<file path="config.mk">
export PLATFORM = sky130hd
export DESIGN_NAME = wdog_two_stage
export DESIGN_NICKNAME = d
export VERILOG_FILES = /design/src/rtl/wdog_pkg.sv /design/src/rtl/wdog_period.sv /design/src/rtl/wdog_clr_key.sv /design/src/rtl/wdog_tick.sv /design/src/rtl/wdog_stage.sv /design/src/rtl/wdog_two_stage.sv
export SDC_FILE = /design/constraint.sdc
export NUM_CORES = 1
export LEC_CHECK = 0
export BUFFER_PORTS_ARGS = -buffer_cell sky130_fd_sc_hd__buf_2
export CAP_MARGIN = 20
export CORE_MARGIN = 4
export CORE_UTILIZATION = 55
export CTS_CLUSTER_DIAMETER = 200
export CTS_CLUSTER_SIZE = 16
export DETAILED_ROUTE_END_ITERATION = 12
export GPL_ROUTABILITY_DRIVEN = 1
export PLACE_DENSITY = 0.83
export SLEW_MARGIN = 20
export SYNTH_ARGS = -nofsm -noshare
export SYNTH_HDL_FRONTEND = slang
export SYNTH_SLANG_ARGS = --single-unit
</file>
<file path="constraint.sdc">
create_clock -name clk_lsc -period 2.4 [get_ports clk_lsc]
set_input_delay 0.12 -clock clk_lsc [delete_from_list [all_inputs] [get_ports clk_lsc]]
set_output_delay 0.12 -clock clk_lsc [all_outputs]
set_load 0.03 [all_outputs]
</file>
<file path="src/rtl/wdog_pkg.sv">
package wdog_pkg;
  typedef logic [1:0] per_code_t;

  localparam logic [7:0] KEY_ARM  = 8'h3C;
  localparam logic [7:0] KEY_FIRE = 8'hC3;

  localparam logic REG_PERIOD = 1'b0;
  localparam logic REG_CLEAR  = 1'b1;

  localparam int unsigned NUM_CODES = 4;

  function automatic int unsigned per_cycles(int unsigned base, int unsigned code);
    return base << (2 * code);
  endfunction
endpackage

</file>
<file path="src/rtl/wdog_period.sv">
module wdog_period
  import wdog_pkg::*;
(
  input  logic      clk,
  input  logic      rst_n,
  input  logic      wr_en,
  input  logic      wr_sel,
  input  per_code_t wr_code,
  input  logic      svc,
  output per_code_t code_act
);
  per_code_t code_pend;

  always_ff @(posedge clk or negedge rst_n) begin
    if (!rst_n) begin
      code_pend <= '0;
      code_act  <= '0;
    end else begin
      if (wr_en && wr_sel == REG_PERIOD) code_pend <= wr_code;
      if (svc) code_act <= code_pend;
    end
  end


  act_hold_chk: assert property (@(posedge clk) disable iff (!rst_n)
    !svc |=> $stable(code_act));
endmodule

</file>
<file path="src/rtl/wdog_clr_key.sv">
module wdog_clr_key
  import wdog_pkg::*;
(
  input  logic       clk,
  input  logic       rst_n,
  input  logic       wr_en,
  input  logic       wr_sel,
  input  logic [7:0] wr_data,
  output logic       svc
);
  logic armed;
  logic key_wr;

  assign key_wr = wr_en && (wr_sel == REG_CLEAR);
  assign svc    = key_wr && armed && (wr_data == KEY_FIRE);

  always_ff @(posedge clk or negedge rst_n) begin
    if (!rst_n)      armed <= 1'b0;
    else if (key_wr) armed <= (wr_data == KEY_ARM);
  end


  svc_disarm_chk: assert property (@(posedge clk) disable iff (!rst_n)
    svc |=> !armed);

  key_hold_chk: assert property (@(posedge clk) disable iff (!rst_n)
    !(wr_en && wr_sel == REG_CLEAR) |=> $stable(armed));
endmodule

</file>
<file path="src/rtl/wdog_tick.sv">
module wdog_tick
  import wdog_pkg::*;
#(
  parameter int unsigned BASE_CYCLES = 4096
) (
  input  logic      clk,
  input  logic      rst_n,
  input  logic      svc,
  input  per_code_t code,
  output logic      ovf
);
  localparam int unsigned MAX_CYC = BASE_CYCLES << 6;
  localparam int unsigned CNT_W   = $clog2(MAX_CYC);

  logic [CNT_W-1:0] lim_tab [NUM_CODES];
  logic [CNT_W-1:0] cnt;

  for (genvar k = 0; k < NUM_CODES; k++) begin : g_lim
    assign lim_tab[k] = CNT_W'(per_cycles(BASE_CYCLES, k) - 1);
  end

  assign ovf = (cnt == lim_tab[code]);

  always_ff @(posedge clk or negedge rst_n) begin
    if (!rst_n)          cnt <= '0;
    else if (svc || ovf) cnt <= '0;
    else                 cnt <= cnt + 1'b1;
  end


  cnt_range_chk: assert property (@(posedge clk) disable iff (!rst_n)
    cnt <= lim_tab[code]);

  svc_zero_chk: assert property (@(posedge clk) disable iff (!rst_n)
    svc |=> cnt == '0);
endmodule

</file>
<file path="src/rtl/wdog_stage.sv">
module wdog_stage (
  input  logic clk,
  input  logic rst_n,
  input  logic ovf,
  input  logic svc,
  output logic flag,
  output logic nmi,
  output logic rst_req
);
  logic hit;
  assign hit = ovf && !svc;

  always_ff @(posedge clk or negedge rst_n) begin
    if (!rst_n) begin
      flag    <= 1'b0;
      nmi     <= 1'b0;
      rst_req <= 1'b0;
    end else begin
      nmi <= hit && !flag;
      if (hit && flag) rst_req <= 1'b1;
      if (svc)         flag <= 1'b0;
      else if (hit)    flag <= 1'b1;
    end
  end


  nmi_single_chk: assert property (@(posedge clk) disable iff (!rst_n)
    nmi |=> !nmi);

  nmi_flag_chk: assert property (@(posedge clk) disable iff (!rst_n)
    nmi |-> flag);

  rst_sticky_chk: assert property (@(posedge clk) disable iff (!rst_n)
    rst_req |=> rst_req);

  rst_after_flag_chk: assert property (@(posedge clk) disable iff (!rst_n)
    $rose(rst_req) |-> $past(flag));

  svc_flag_chk: assert property (@(posedge clk) disable iff (!rst_n)
    svc |=> !flag);
endmodule

</file>
<file path="src/rtl/wdog_two_stage.sv">
module wdog_two_stage
  import wdog_pkg::*;
#(
  parameter int unsigned BASE_CYCLES = 4096
) (
  input  logic       clk_lsc,
  input  logic       rst_lsc_n,
  input  logic       wr_en,
  input  logic       wr_sel,
  input  logic [7:0] wr_data,
  output logic       ovf_flag,
  output logic       nmi_pulse,
  output logic       rst_req
);
  logic      svc;
  logic      ovf;
  per_code_t code_act;

  wdog_clr_key i_key (
    .clk(clk_lsc), .rst_n(rst_lsc_n), .wr_en(wr_en), .wr_sel(wr_sel),
    .wr_data(wr_data), .svc(svc)
  );

  wdog_period i_period (
    .clk(clk_lsc), .rst_n(rst_lsc_n), .wr_en(wr_en), .wr_sel(wr_sel),
    .wr_code(wr_data[1:0]), .svc(svc), .code_act(code_act)
  );

  wdog_tick #(.BASE_CYCLES(BASE_CYCLES)) i_tick (
    .clk(clk_lsc), .rst_n(rst_lsc_n), .svc(svc), .code(code_act), .ovf(ovf)
  );

  wdog_stage i_stage (
    .clk(clk_lsc), .rst_n(rst_lsc_n), .ovf(ovf), .svc(svc),
    .flag(ovf_flag), .nmi(nmi_pulse), .rst_req(rst_req)
  );
endmodule

</file>
### Yosys cells after proc, flatten, opt, wreduce, memory -nomap -nowiden

Index checks and enable logic that the tools add are counted.
W data, S select, Z words.

| operators by class | value |
|---|---|
| magnitude comparators | 1 |
| bitwise operators | 2 |
| $add $sub $neg | 1 |
| reduce and logical (&&, ||, !) cells | 11 |
| eq/ne operators | 3 |
| muxes and demuxes | 6 |

Operator list:

| kind | number |
|---|---|
| $mux W18 | 3 |
| $bmux W18 S2 | 1 |
| $add A18 B1 Y18 const B | 1 |
| $eq A18 B18 Y1 | 1 |
| $eq A8 B6 Y1 const B | 1 |
| $eq A8 B8 Y1 const B | 1 |
| $logic_and A1 B1 Y1 | 7 |
| $ge A3 B3 Y1 const B | 1 |
| $not A2 Y3 | 1 |
| $logic_not A1 Y1 | 2 |
| $mux W1 | 2 |
| $reduce_bool A2 Y1 | 1 |
| $logic_or A1 B1 Y1 | 1 |
| $not A1 Y1 | 1 |

| storage, ports and cells | value |
|---|---|
| word-level logic and storage cells | 31 |
| bits in registers | 26 |
| bits of input ports | 12 |
| output and inout port bits | 3 |

### Depth between registers and ports, before layout

Gate-level depths: netlist of run 1.

| depth | value |
|---|---|
| word-level depth | 8 |
| mapped depth | 6 |
| gate-level depth less buffers | 4 |

### Hierarchy

Synthesis of run 1 repeated with hierarchy kept, for this count alone.

| unflattened totals | value |
|---|---|
| cell total of the unflattened synthesis | 122 |
| area, all modules | 1375.1 µm² |

By module, submodules not included:

| module | area each (µm²) | seq. area each (µm²) | instances | cells an instance |
|---|---|---|---|---|
| wdog_tick | 1002.2 | 450.4 | 1 | 96 |
| wdog_period | 166.4 | 100.1 | 1 | 9 |
| wdog_clr_key | 103.8 | 25.0 | 1 | 9 |
| wdog_stage | 102.6 | 75.1 | 1 | 8 |

### Worst setup path before layout of run 1

OpenSTA, ideal clock, no wires.

| path | value |
|---|---|
| path type | flip-flop to flip-flop |
| start point | reg i_tick.cnt[2] |
| end point | reg i_tick.cnt[17] |
| setup slack | 653 ps |
| buffers on the path | 0 |
| required time | 2313 ps |
| period minus slack after synthesis | 1747 ps |
| arrival | 1660 ps |
| cell stages (with the launch flop) | 5 |
| setup time | 87 ps |
| path through | dfrtp_1 > nand4_2 > or4_4 > or3_1 > a211oi_2 |

| between the ends | value |
|---|---|
| cells in the longest elaborated chain, start to end | 3 |
| elaborated cells on any way between the ends | 4 |
| those cells by class | add/sub (1); eq/ne (1); mux (1); reduce/logical (1) |

Ends and longest elaborated chain:

| item | line | RTL |
|---|---|---|
| from (decl) | wdog_tick.sv:16 | `logic [CNT_W-1:0] cnt;` |
| from (signal assigned) | wdog_tick.sv:27 | `else cnt <= cnt + 1'b1;` |
| parallel branches: the longest is 2 deep, another holds $add A18 B1 Y18 | -- |  |
| $mux W18 (*) | wdog_tick.sv:26 | `else if (svc \|\| ovf) cnt <= '0;` |

Every way passes the cells marked *.
A chain may end at the register's enable or synchronous reset.

### Final worst setup path of run 1

| path | value |
|---|---|
| start point | reg i_period.code_act[1] |
| end point | reg i_stage.nmi |

| between the ends | value |
|---|---|
| cells in the longest elaborated chain, start to end | 7 |

Ends and longest elaborated chain:

| item | line | RTL |
|---|---|---|
| from (decl) | wdog_period.sv:10 | `output per_code_t code_act` |
| from (signal assigned) | wdog_period.sv:20 | `if (svc) code_act <= code_pend;` |
| $not A2 Y3 (not written as such) | wdog_tick.sv:22 | `assign ovf = (cnt == lim_tab[code]);` |
| $bmux W18 S2 | wdog_tick.sv:22 |  |
| $mux W18 (not written as such) (2 in series) | wdog_tick.sv:22 |  |
| $eq A18 B18 Y1 | wdog_tick.sv:22 |  |
| $logic_and A1 B1 Y1 | wdog_stage.sv:11 | `assign hit = ovf && !svc;` |
| $logic_and A1 B1 Y1 | wdog_stage.sv:19 | `nmi <= hit && !flag;` |
| to (signal assigned) | wdog_stage.sv:19 |  |
| to (decl) | wdog_stage.sv:7 | `output logic nmi,` |

No other way between the ends. The select of a mux whose other input is x is not followed.

==> results of run 1 <==
## cell type report
| type | count | area [sq um] |
|---|---|---|
| clock buffers | 3 | 22.52 |
| fillers | 178 | 827.0 |
| inverters | 3 | 11.26 |
| multi-input cells | 93 | 641.9 |
| flip-flops and latches | 26 | 650.6 |
| well taps | 28 | 35.03 |
| repair buffers | 16 | 87.58 |
## report_power, final
group	total (W)	internal (W)	switching, W
logic	0.0000497	0.0000218	0.0000278
clock network	0.000175	0.0000586	0.000117
registers	0.000462	0.000450	0.0000122
total	0.000687	0.000530	0.000157
## how the worst min path moves through the flow
stage | startpoint | endpoint | slack [ns] | depth (start not counted)
floorplan | rst_lsc_n | i_key.armed | -0.18 | 0
global placement | rst_lsc_n | i_tick.cnt[16] | 0.14 | 1
detailed placement | rst_lsc_n | i_tick.cnt[16] | 0.15 | 1
CTS | wr_data[1] | i_period.code_pend[1] | 0.06 | 2
global route | wr_data[1] | i_period.code_pend[1] | 0.07 | 2
finish | wr_data[1] | i_period.code_pend[1] | 0.07 | 2
## flip-flops by register name (all words and copies together) (netlist names)
name	cells
i_stage.rst_req	1
i_stage.flag	1
i_tick.cnt	18
i_period.code_act	2
i_key.armed	1
i_period.code_pend	2
i_stage.nmi	1
## stage by stage
| stage | cells | setup slack (ns) | util (%) |
|---|---|---|---|
| final | 169 | 0.4867 | 63.66 |
| after global routing | 169 | 0.3434 | 63.66 |
| after CTS | 169 | 0.4554 | 63.66 |
| after detailed placement | 165 | 0.4902 | 62.23 |
| after global placement | 165 | 0.6150 | 62.23 |
| after floorplan | 129 | 0.6530 | - |
## kinds of logic after synthesis
group | after synthesis | share of synthesized area [%]
DFF | 26 | 48.33
and+or+nand+nor | 61 | 27.05
xor gates and xnor gates | 11 | 7.156
adders and majority gates | 1 | 0.9292
buffers and inverters | 10 | 3.995
muxes | 4 | 3.345
AOI/OAI and AO/OA | 16 | 9.202
## critical path, cell delays in order (launching register included)
cell     delay [ns]
dfrtp_1        0.45
or3_1          0.41
nor4_1         0.18
o221a_2        0.53
nor3b_1        0.26
## per-layer routing
metal / share of wire (%) / track usage (%) / up-vias / wire length [microns]
met5: 0 / 0 / - / 0
met4: 0.54 / 5.298 / 0 / 14
met3: 2.3 / 2.715 / 2 / 61
met2: 55 / 33.39 / 11 / 1425
met1: 42 / 20.29 / 529 / 1098
li1: - / - / 500 / -
## placed cells by master (no fill, tap or decap), types with 3 or more instances in the layout
| master | instances |
|---|---|
| nand4_1 | 6 |
| xor2_1 | 6 |
| o21ai_0 | 6 |
| nand2_1 | 8 |
| or3_1 | 6 |
| a211oi_1 | 3 |
| xnor2_1 | 5 |
| nand3_1 | 10 |
| buf_2 | 14 |
| dfrtp_1 | 26 |
| clkbuf_4 | 3 |
| a211oi_2 | 3 |
| inv_1 | 3 |
| nor3_1 | 13 |
| nor2_1 | 4 |
| mux2_2 | 4 |
==> impl_metrics.ini, run 1 <==
[timing]
min_period_over_period_pct = 79.72
tightest_slew_ns = 0.5654
finalHoldViolCount = 0
finClkSkew_ns = 0.004558
fmax_mhz = 522.6
period_needed_ns = 1.913
slew_headroom_pct = 62.30
slew_violations = 0
tns_ns = 0
whs_ns = 0.07067
grt_setup_unrepaired = no
finalSetupViolations = 0

[worst_setup_path]
critPathKind = flop to flop
path_max_fanout = 20
r2r_setup_slack_ns = 0.49
arrival_ns = 2.13
r2r_start = i_period.code_act[1]
cp-endpoint = i_stage.nmi
startpoint_type = flop
r2r_cells = 4
cp-startpoint = i_period.code_act[1]
rr_endpoint = i_stage.nmi
end_kind = flop
cp_data_required_time_ns = 2.62

[grt]
antenna_found_initial = 0
grt.overflow.total = 0
grt_pass1_wl_microns = 4740
grt_max_degree = 27
grt_usage_pct = 17.72
grt_pass1_vias = 1129

[cells_and_area]
syn2layout_area_growth_pct = 7.621
finalNetCount = 156
layout-drive-gt1-share_pct = 22.70
final_cell_area_sq_um = 1449
antennaDiodeCount = 0

[hold_path]
hold_class = input pin to flop

[synthesis]
synth_edf_count = 0
syn_inst = 129
synth_area_per_cell_sq_um = 10.44
yosysWarnings = 0
synth_most_common_cell = dfrtp_1
synth_common_cells = 26 x dfrtp_1, 13 x nor3_1, 10 x nand3_1, 8 x nand2_1
yosysTopAreaCell = dfrtp_1
netlist_area_sq_um = 1346
synth_seq_area_share_pct = 48.33
synth_nets = 142
async_flop_share_pct = 100.0
synth.ff_latch_count = 26
synth_top_area_share_pct = 48.33
synthFlopType = dfrtp_1
synth.distinct_cells = 33
ys_top_cells_by_area = dfrtp_1 48%, nor3_1 4.8%, xor2_1 3.9%

[floorplanning]
ios = 15
floorplan.initialDensity_pct = 59.15
die-area_sq_um = 3303
die_h_microns = 57.48
std_cell_rows = 17
core_area_sq_um = 2276
fp.dieW_microns = 57.48

[power]
ir_worst_vdd_mv = 0.3288
power_density_nw_per_um2 = 474.2
power_leakage_nw = 0.5902
total_power_w = 0.0006871

[placement]
dp_hpwl_microns = 1966
port_buffers = 14
routabilityCongestion = 0.7760
placed_area_sq_um = 1416

[detailed_routing]
route.antenna.remaining_nets = 0
routedWlPerCell_microns = 15.38
drc = 0
drtIter0Drc = 35
wl_microns = 2599
firstDrtPassIters = 4
via_per_inst = 6.166
vias = 1042

[clock_network]
cts_resized = 0
cts_tree = done
clock_path_buffers = 2
cts_setup_buffers = 0
cts_made_buffers = 3
cts.root.buffer_cell = clkbuf_4
clk_pin_slew_worst_paths_ns = 0.12
htree_levels = 1
insertion_delay_ns = 0.31
holdBufCountCts = 1
clock_sinks = 26

[run]
cap_violations = 0

[outcome]
status = finished clean
(Power assumes the default switching activity.)
==> inputs of run 2 (changes only) <==
ABC_AREA = 1   (was not set)
PLACE_DENSITY = 0.82   (was 0.83)
clock period = 2 ns   (was 2.4 ns; I/O delays follow)
==> run 2 against run 1 <==
Effect of this change:
- largest power group unchanged
- critical endpoint is now i_tick.cnt[1]
- count of clock-buffer cells in the layout up 1
- clock power up 49%
- clock skew down 0.0012 ns
==> impl_metrics.ini, run 2 <==
[power]
sequentialPowerShare_pct = 62.4
total_power_w = 0.0008944
power_leakage_nw = 0.7479
power.internal_w = 0.0006864
ir_worst_vdd_mv = 0.4496
power_density_nw_per_um2 = 581.2
switching_share_pct = 23.25
clkPwrFrac_pct = 29.2
combPwrFrac_pct = 8.5
p_sw_w = 0.0002080

[cells_and_area]
largest_register_ffs = 18
final-seq-area_sq_um = 650.6
multi_input_area_sq_um = 670.6
final_cell_mix = 40 x nand2_1, 33 x nor2_1, 26 x dfrtp_1
largestRegisters = i_tick.cnt x18, i_period.code_act x2, i_period.code_pend x2
fin_cells = 221
largest-register = i_tick.cnt
syn2layout_area_growth_pct = 9.528
final_util_pct = 62.69
fill_cells = 223
finalNetCount = 205
antennaDiodeCount = 0
final_common_cell = nand2_1
layout-drive-gt1-share_pct = 19.37

[detailed_routing]
drtIter0Drc = 72
firstDrtPassIters = 4
drc = 0
wl_microns = 2593
routedWlPerCell_microns = 11.73
route.antenna.remaining_nets = 0
vias = 1128
via_per_inst = 5.104

[timing]
finClkSkew_ns = 0.003313
min_period_over_period_pct = 75.69
period_needed_ns = 1.514
fmax_mhz = 660.6
finalSetupViolations = 0
grt_setup_unrepaired = no
setup_slack_ns = 0.4861
tns_ns = 0
tightest_slew_ns = 0.5560
slew_headroom_pct = 62.93
slew_violations = 0
finalHoldViolCount = 0

[synthesis]
synth_edf_count = 0
synth_most_common_cell = nand2_1
synth_common_cells = 40 x nand2_1, 33 x nor2_1, 26 x dfrtp_1, 17 x inv_1
yosysTopAreaCell = dfrtp_1
synth_nets = 186
synth.ff_latch_count = 26
syn_inst = 173
netlist_area_sq_um = 1405
async_flop_share_pct = 100.0
synth_top_area_share_pct = 46.30
synth_area_per_cell_sq_um = 8.122
ys_top_cells_by_area = dfrtp_1 46%, nand2_1 11%, nor2_1 8.8%
synthFlopType = dfrtp_1
synth_seq_area_share_pct = 46.30
yosysWarnings = 0
synth.distinct_cells = 20

[hold_path]
hold_class = input pin to flop

[grt]
grt_pass1_wl_microns = 4533
grt.overflow.total = 0
antenna_found_initial = 0
grt_pass1_vias = 1097
grt_usage_pct = 17.12
grt_max_degree = 27

[placement]
dp.cells = 216
routabilityCongestion = 0.8904
dp_hpwl_microns = 1990
post-place-ws_ns = 0.4917
port_buffers = 14

[outcome]
status = finished clean

[worst_setup_path]
slowest_delay_ns = 0.40
end_kind = flop
critPathKind = flop to flop
cpMaxStageDelayCell = dfrtp_1
path_max_fanout = 13
arrival_ns = 1.73
timing.critical_path.buf_inv = 0
startpoint_type = flop
crit_family = simple AND/OR/NAND/NOR gates
crit_path_frequent_cell = nand2_4
crit_chain = ha_1 -> nand2_1 -> nor2_4 -> and3_4 -> nand2_4 -> nand2_4 -> nor2_1
cp_data_required_time_ns = 2.22

[run]
cap_violations = 0

[clock_network]
cts_made_buffers = 3
insertion_delay_ns = 0.32
clock_path_buffers = 2
clock_sinks = 26
cts_setup_buffers = 0
cts.root.buffer_cell = clkbuf_4
cts_tree = done
clk_pin_slew_worst_paths_ns = 0.13
htree_levels = 1

[floorplanning]
floorplan.initialDensity_pct = 57.24
fp.dieW_microns = 58.55
ios = 15
die-area_sq_um = 3428
die_h_microns = 58.55
std_cell_rows = 18
core_area_sq_um = 2455
## run 2: kinds of logic after synthesis
family / after synthesis / synth area share, %
XOR/XNOR: 14 / 8.727
AO/OA/AOI/OAI: 6 / 2.137
buffers and inverters: 18 / 5.966
adder cells (fa/ha/maj): 1 / 0.8903
flip-flops: 26 / 46.30
AND/OR/NAND/NOR: 108 / 35.97
## run 2: area by class of cell
| cell class | instances | area share (%) |
|---|---|---|
| Clock buffer | 4 | 2.358 |
| Inverter | 17 | 4.146 |
| Multi-Input combinational cell | 129 | 43.58 |
| Sequential cell | 26 | 42.28 |
| Tap cell | 30 | 2.439 |
| Timing Repair Buffer | 15 | 5.203 |
## run 2: stage by stage
stage	instance area (sq um)	hold WS (ns)
2_1_floorplan	1405	-0.1956
3_3_place_gp	1493	0.1143
3_5_place_dp	1493	0.1259
4_1_cts	1539	0.04832
5_1_grt	1539	0.06216
6_report	1539	0.05444
## run 2: worst min-delay path: cells and delay by family
| kind | cells | cell delay, ns |
|---|---|---|
| and+or+nand+nor | 1 | 0.04 |
| buffers and inverters | 1 | 0.10 |
| AOI/OAI and AO/OA | 1 | 0.10 |
## run 2: path summary, 6_finish.rpt
check / startpoint / end / slack [ns] / cells after the start
max: i_tick.cnt[0] / i_tick.cnt[1] / 0.49 / 7
min: wr_data[0] / i_period.code_pend[0] / 0.05 / 3
max reg2reg: i_tick.cnt[0] / i_tick.cnt[1] / 0.49 / 7
min reg2reg: i_tick.cnt[0] / i_tick.cnt[0] / 0.48 / 1
max in group asynchronous: rst_lsc_n / i_tick.cnt[15] / 1.34 / 2
min in group asynchronous: rst_lsc_n / i_period.code_act[1] / 0.29 / 2
## run 2: power groups by stage
stage | clock (W) | combinational [W] | sequential, W
finish | 0.000261 | 0.0000756 | 0.000558
global route | 0.000290 | 0.0000884 | 0.000561
CTS | 0.000266 | 0.0000766 | 0.000557
detailed placement | 0 | 0.0000743 | 0.000568
global placement | 0 | 0.0000722 | 0.000567
floorplan | 0 | 0.0000451 | 0.000565
## run 2: routing by layer
layer	vias to the layer above	part of all wire (%)	track usage, %
met5	-	0	0
met4	0	2.1	6.623
met3	7	3.8	2.632
met2	26	48	28.07
met1	527	46	22.74
li1	568	-	-
## run 2: what timing repair did
item	4_1_cts	5_1_grt
hold buffers	1	0
endpoints found under the setup margin	0	0
endpoints found under the hold margin	26	0
resized for setup	0	0
==> inputs of run 3 (changes only) <==
ABC_AREA = 0   (was 1)
PLACE_DENSITY = 0.83   (was 0.82)
clock period = 1.4 ns   (was 2 ns; I/O delays follow)
==> run 3 against run 2 <==
Effect of this change:
- the run now ends with negative setup slack left
- first-iteration DRC count down 29%
- die area shrank 3.6%
- cell area grew 25%
- critical path type unchanged
- critical endpoint is now i_tick.cnt[15]
- largest power group unchanged
- highest routed layer unchanged
==> impl_metrics.ini, run 3 (synthesized netlist as in run 1, its figures left out) <==
[detailed_routing]
route.antenna.remaining_nets = 0
routed-wl-met3_microns = 259
via_per_inst = 6.476
firstDrtPassIters = 5
vias = 1334
drc = 0
routedWlPerCell_microns = 19.99
wl_met1_microns = 1493
wl_microns = 4118
top_layer = met4
drtIter0Drc = 51
dr_wl_met2_microns = 2178

[timing]
finClkSkew_ns = 0.005125
fmax_mhz = 573.0
finalSetupViolations = 20
whs_ns = 0.01890
min_period_over_period_pct = 124.6
slew_headroom_pct = 61.30
period_needed_ns = 1.745
finalHoldViolCount = 0
setup_slack_ns = -0.3451
grt_setup_unrepaired = yes
tightest_slew_ns = 0.5805
slew_violations = 0
tns_ns = -4.581

[clock_network]
clock_path_buffers = 2
cts_tree = done
htree_levels = 1
clk_pin_slew_worst_paths_ns = 0.15
cts_made_buffers = 3
cts.root.buffer_cell = clkbuf_4
clock_sinks = 26
insertion_delay_ns = 0.33

[worst_setup_path]
path_depth = 4
slowest_delay_ns = 0.56
end_kind = flop
path_max_fanout = 6
critPathKind = flop to flop
r2r_cells = 4
startpoint_type = flop
timing.critical_path.buf_inv = 0
cp_data_required_time_ns = 1.66
arrival_ns = 2.01
crit_chain = nand3_2 -> or4_4 -> or3_4 -> a211oi_2
cpMaxStageDelayCell = or4_4
crit_family = simple AND/OR/NAND/NOR gates

[grt]
grt_usage_pct = 27.67
grt_pass1_wl_microns = 6893
antenna_found_initial = 0
grt_max_degree = 27
grt_pass1_vias = 1442
grt.overflow.total = 0

[hold_path]
holdPathStages = 2
hold_class = input pin to flop

[run]
cap_violations = 0

[outcome]
status = finished, violations left
violations = negative setup slack

[floorplanning]
die_h_microns = 57.48
core_area_sq_um = 2276
die-area_sq_um = 3303
fp.dieW_microns = 57.48
ios = 15
std_cell_rows = 17
floorplan.initialDensity_pct = 59.15

[cells_and_area]
finalNetCount = 192
fill_cells = 106
largestRegisters = i_tick.cnt x18, i_period.code_act x2, i_period.code_pend x2
antennaDiodeCount = 0
final_util_pct = 84.50
final_common_cell = buf_4
largest-register = i_tick.cnt
layout-drive-gt1-share_pct = 51.69
final_cell_mix = 32 x buf_4, 26 x dfrtp_1, 14 x buf_2
largest_register_ffs = 18
syn2layout_area_growth_pct = 42.84
fin_cells = 206

[power]
total_power_w = 0.001324
power_leakage_nw = 0.8473
ir_worst_vdd_mv = 0.8818
power_density_nw_per_um2 = 688.4

[placement]
port_buffers = 14
dp.cells = 193
routabilityCongestion = 0.8712
dp_hpwl_microns = 2372
run 3: area by class of cell:
cell class,count,area (sq um),area share [%]
timing repair buffer,52,401.6,20.88
multi-input combinational,93,788.3,40.99
sequential,26,650.6,33.83
clock buffer,4,36.28,1.887
inverter,3,11.26,0.5856
tap,28,35.03,1.822
run 3: timing repair:
item,in CTS,in global routing
resized for setup,27,4
pin swaps,10,3
setup buffers,4,2
hold endpoints to repair,26,0
hold buffers,1,0
gates cloned,2,0
endpoints found under the setup margin,20,22
run 3: where the power goes:
part           internal [W]  leakage (nW)  switching [W]
Clock              0.000159        0.0210       0.000236
Combinational     0.0000700         0.487      0.0000729
Sequential         0.000771         0.339      0.0000140
run 3: path summary, 6_finish.rpt:
check,from,slack [ns],end
max in group asynchronous,rst_lsc_n,0.78,i_tick.cnt[2]
hold / removal,wr_data[0],0.02,i_period.code_pend[0]
setup / recovery,i_tick.cnt[6],-0.35,i_tick.cnt[15]
hold reg to reg,i_stage.rst_req,0.51,i_stage.rst_req
setup reg to reg,i_tick.cnt[6],-0.35,i_tick.cnt[15]
min in group asynchronous,rst_lsc_n,0.23,i_tick.cnt[7]
run 3: worst reg2reg max path, delay by kind of cell (launching register included):
kind | cells | cell delay [ns]
AO/OA/AOI/OAI | 1 | 0.18
flip-flops | 1 | 0.42
AND/OR/NAND/NOR | 3 | 1.07
run 3: through the flow:
stage	worst slack, ns	cell area, sq um
2_1_floorplan	-0.2328	1385
5_1_grt	-0.3852	1923
3_5_place_dp	-0.2949	1660
4_1_cts	-0.2884	1898
3_3_place_gp	-0.2088	1660
6_report	-0.3451	1923
run 3: metal layers:
metal,vias up,GRT usage (%)
met3,19,4.751
met4,0,15.56
met5,-,0
met1,667,29.77
met2,72,50.32
li1,576,-
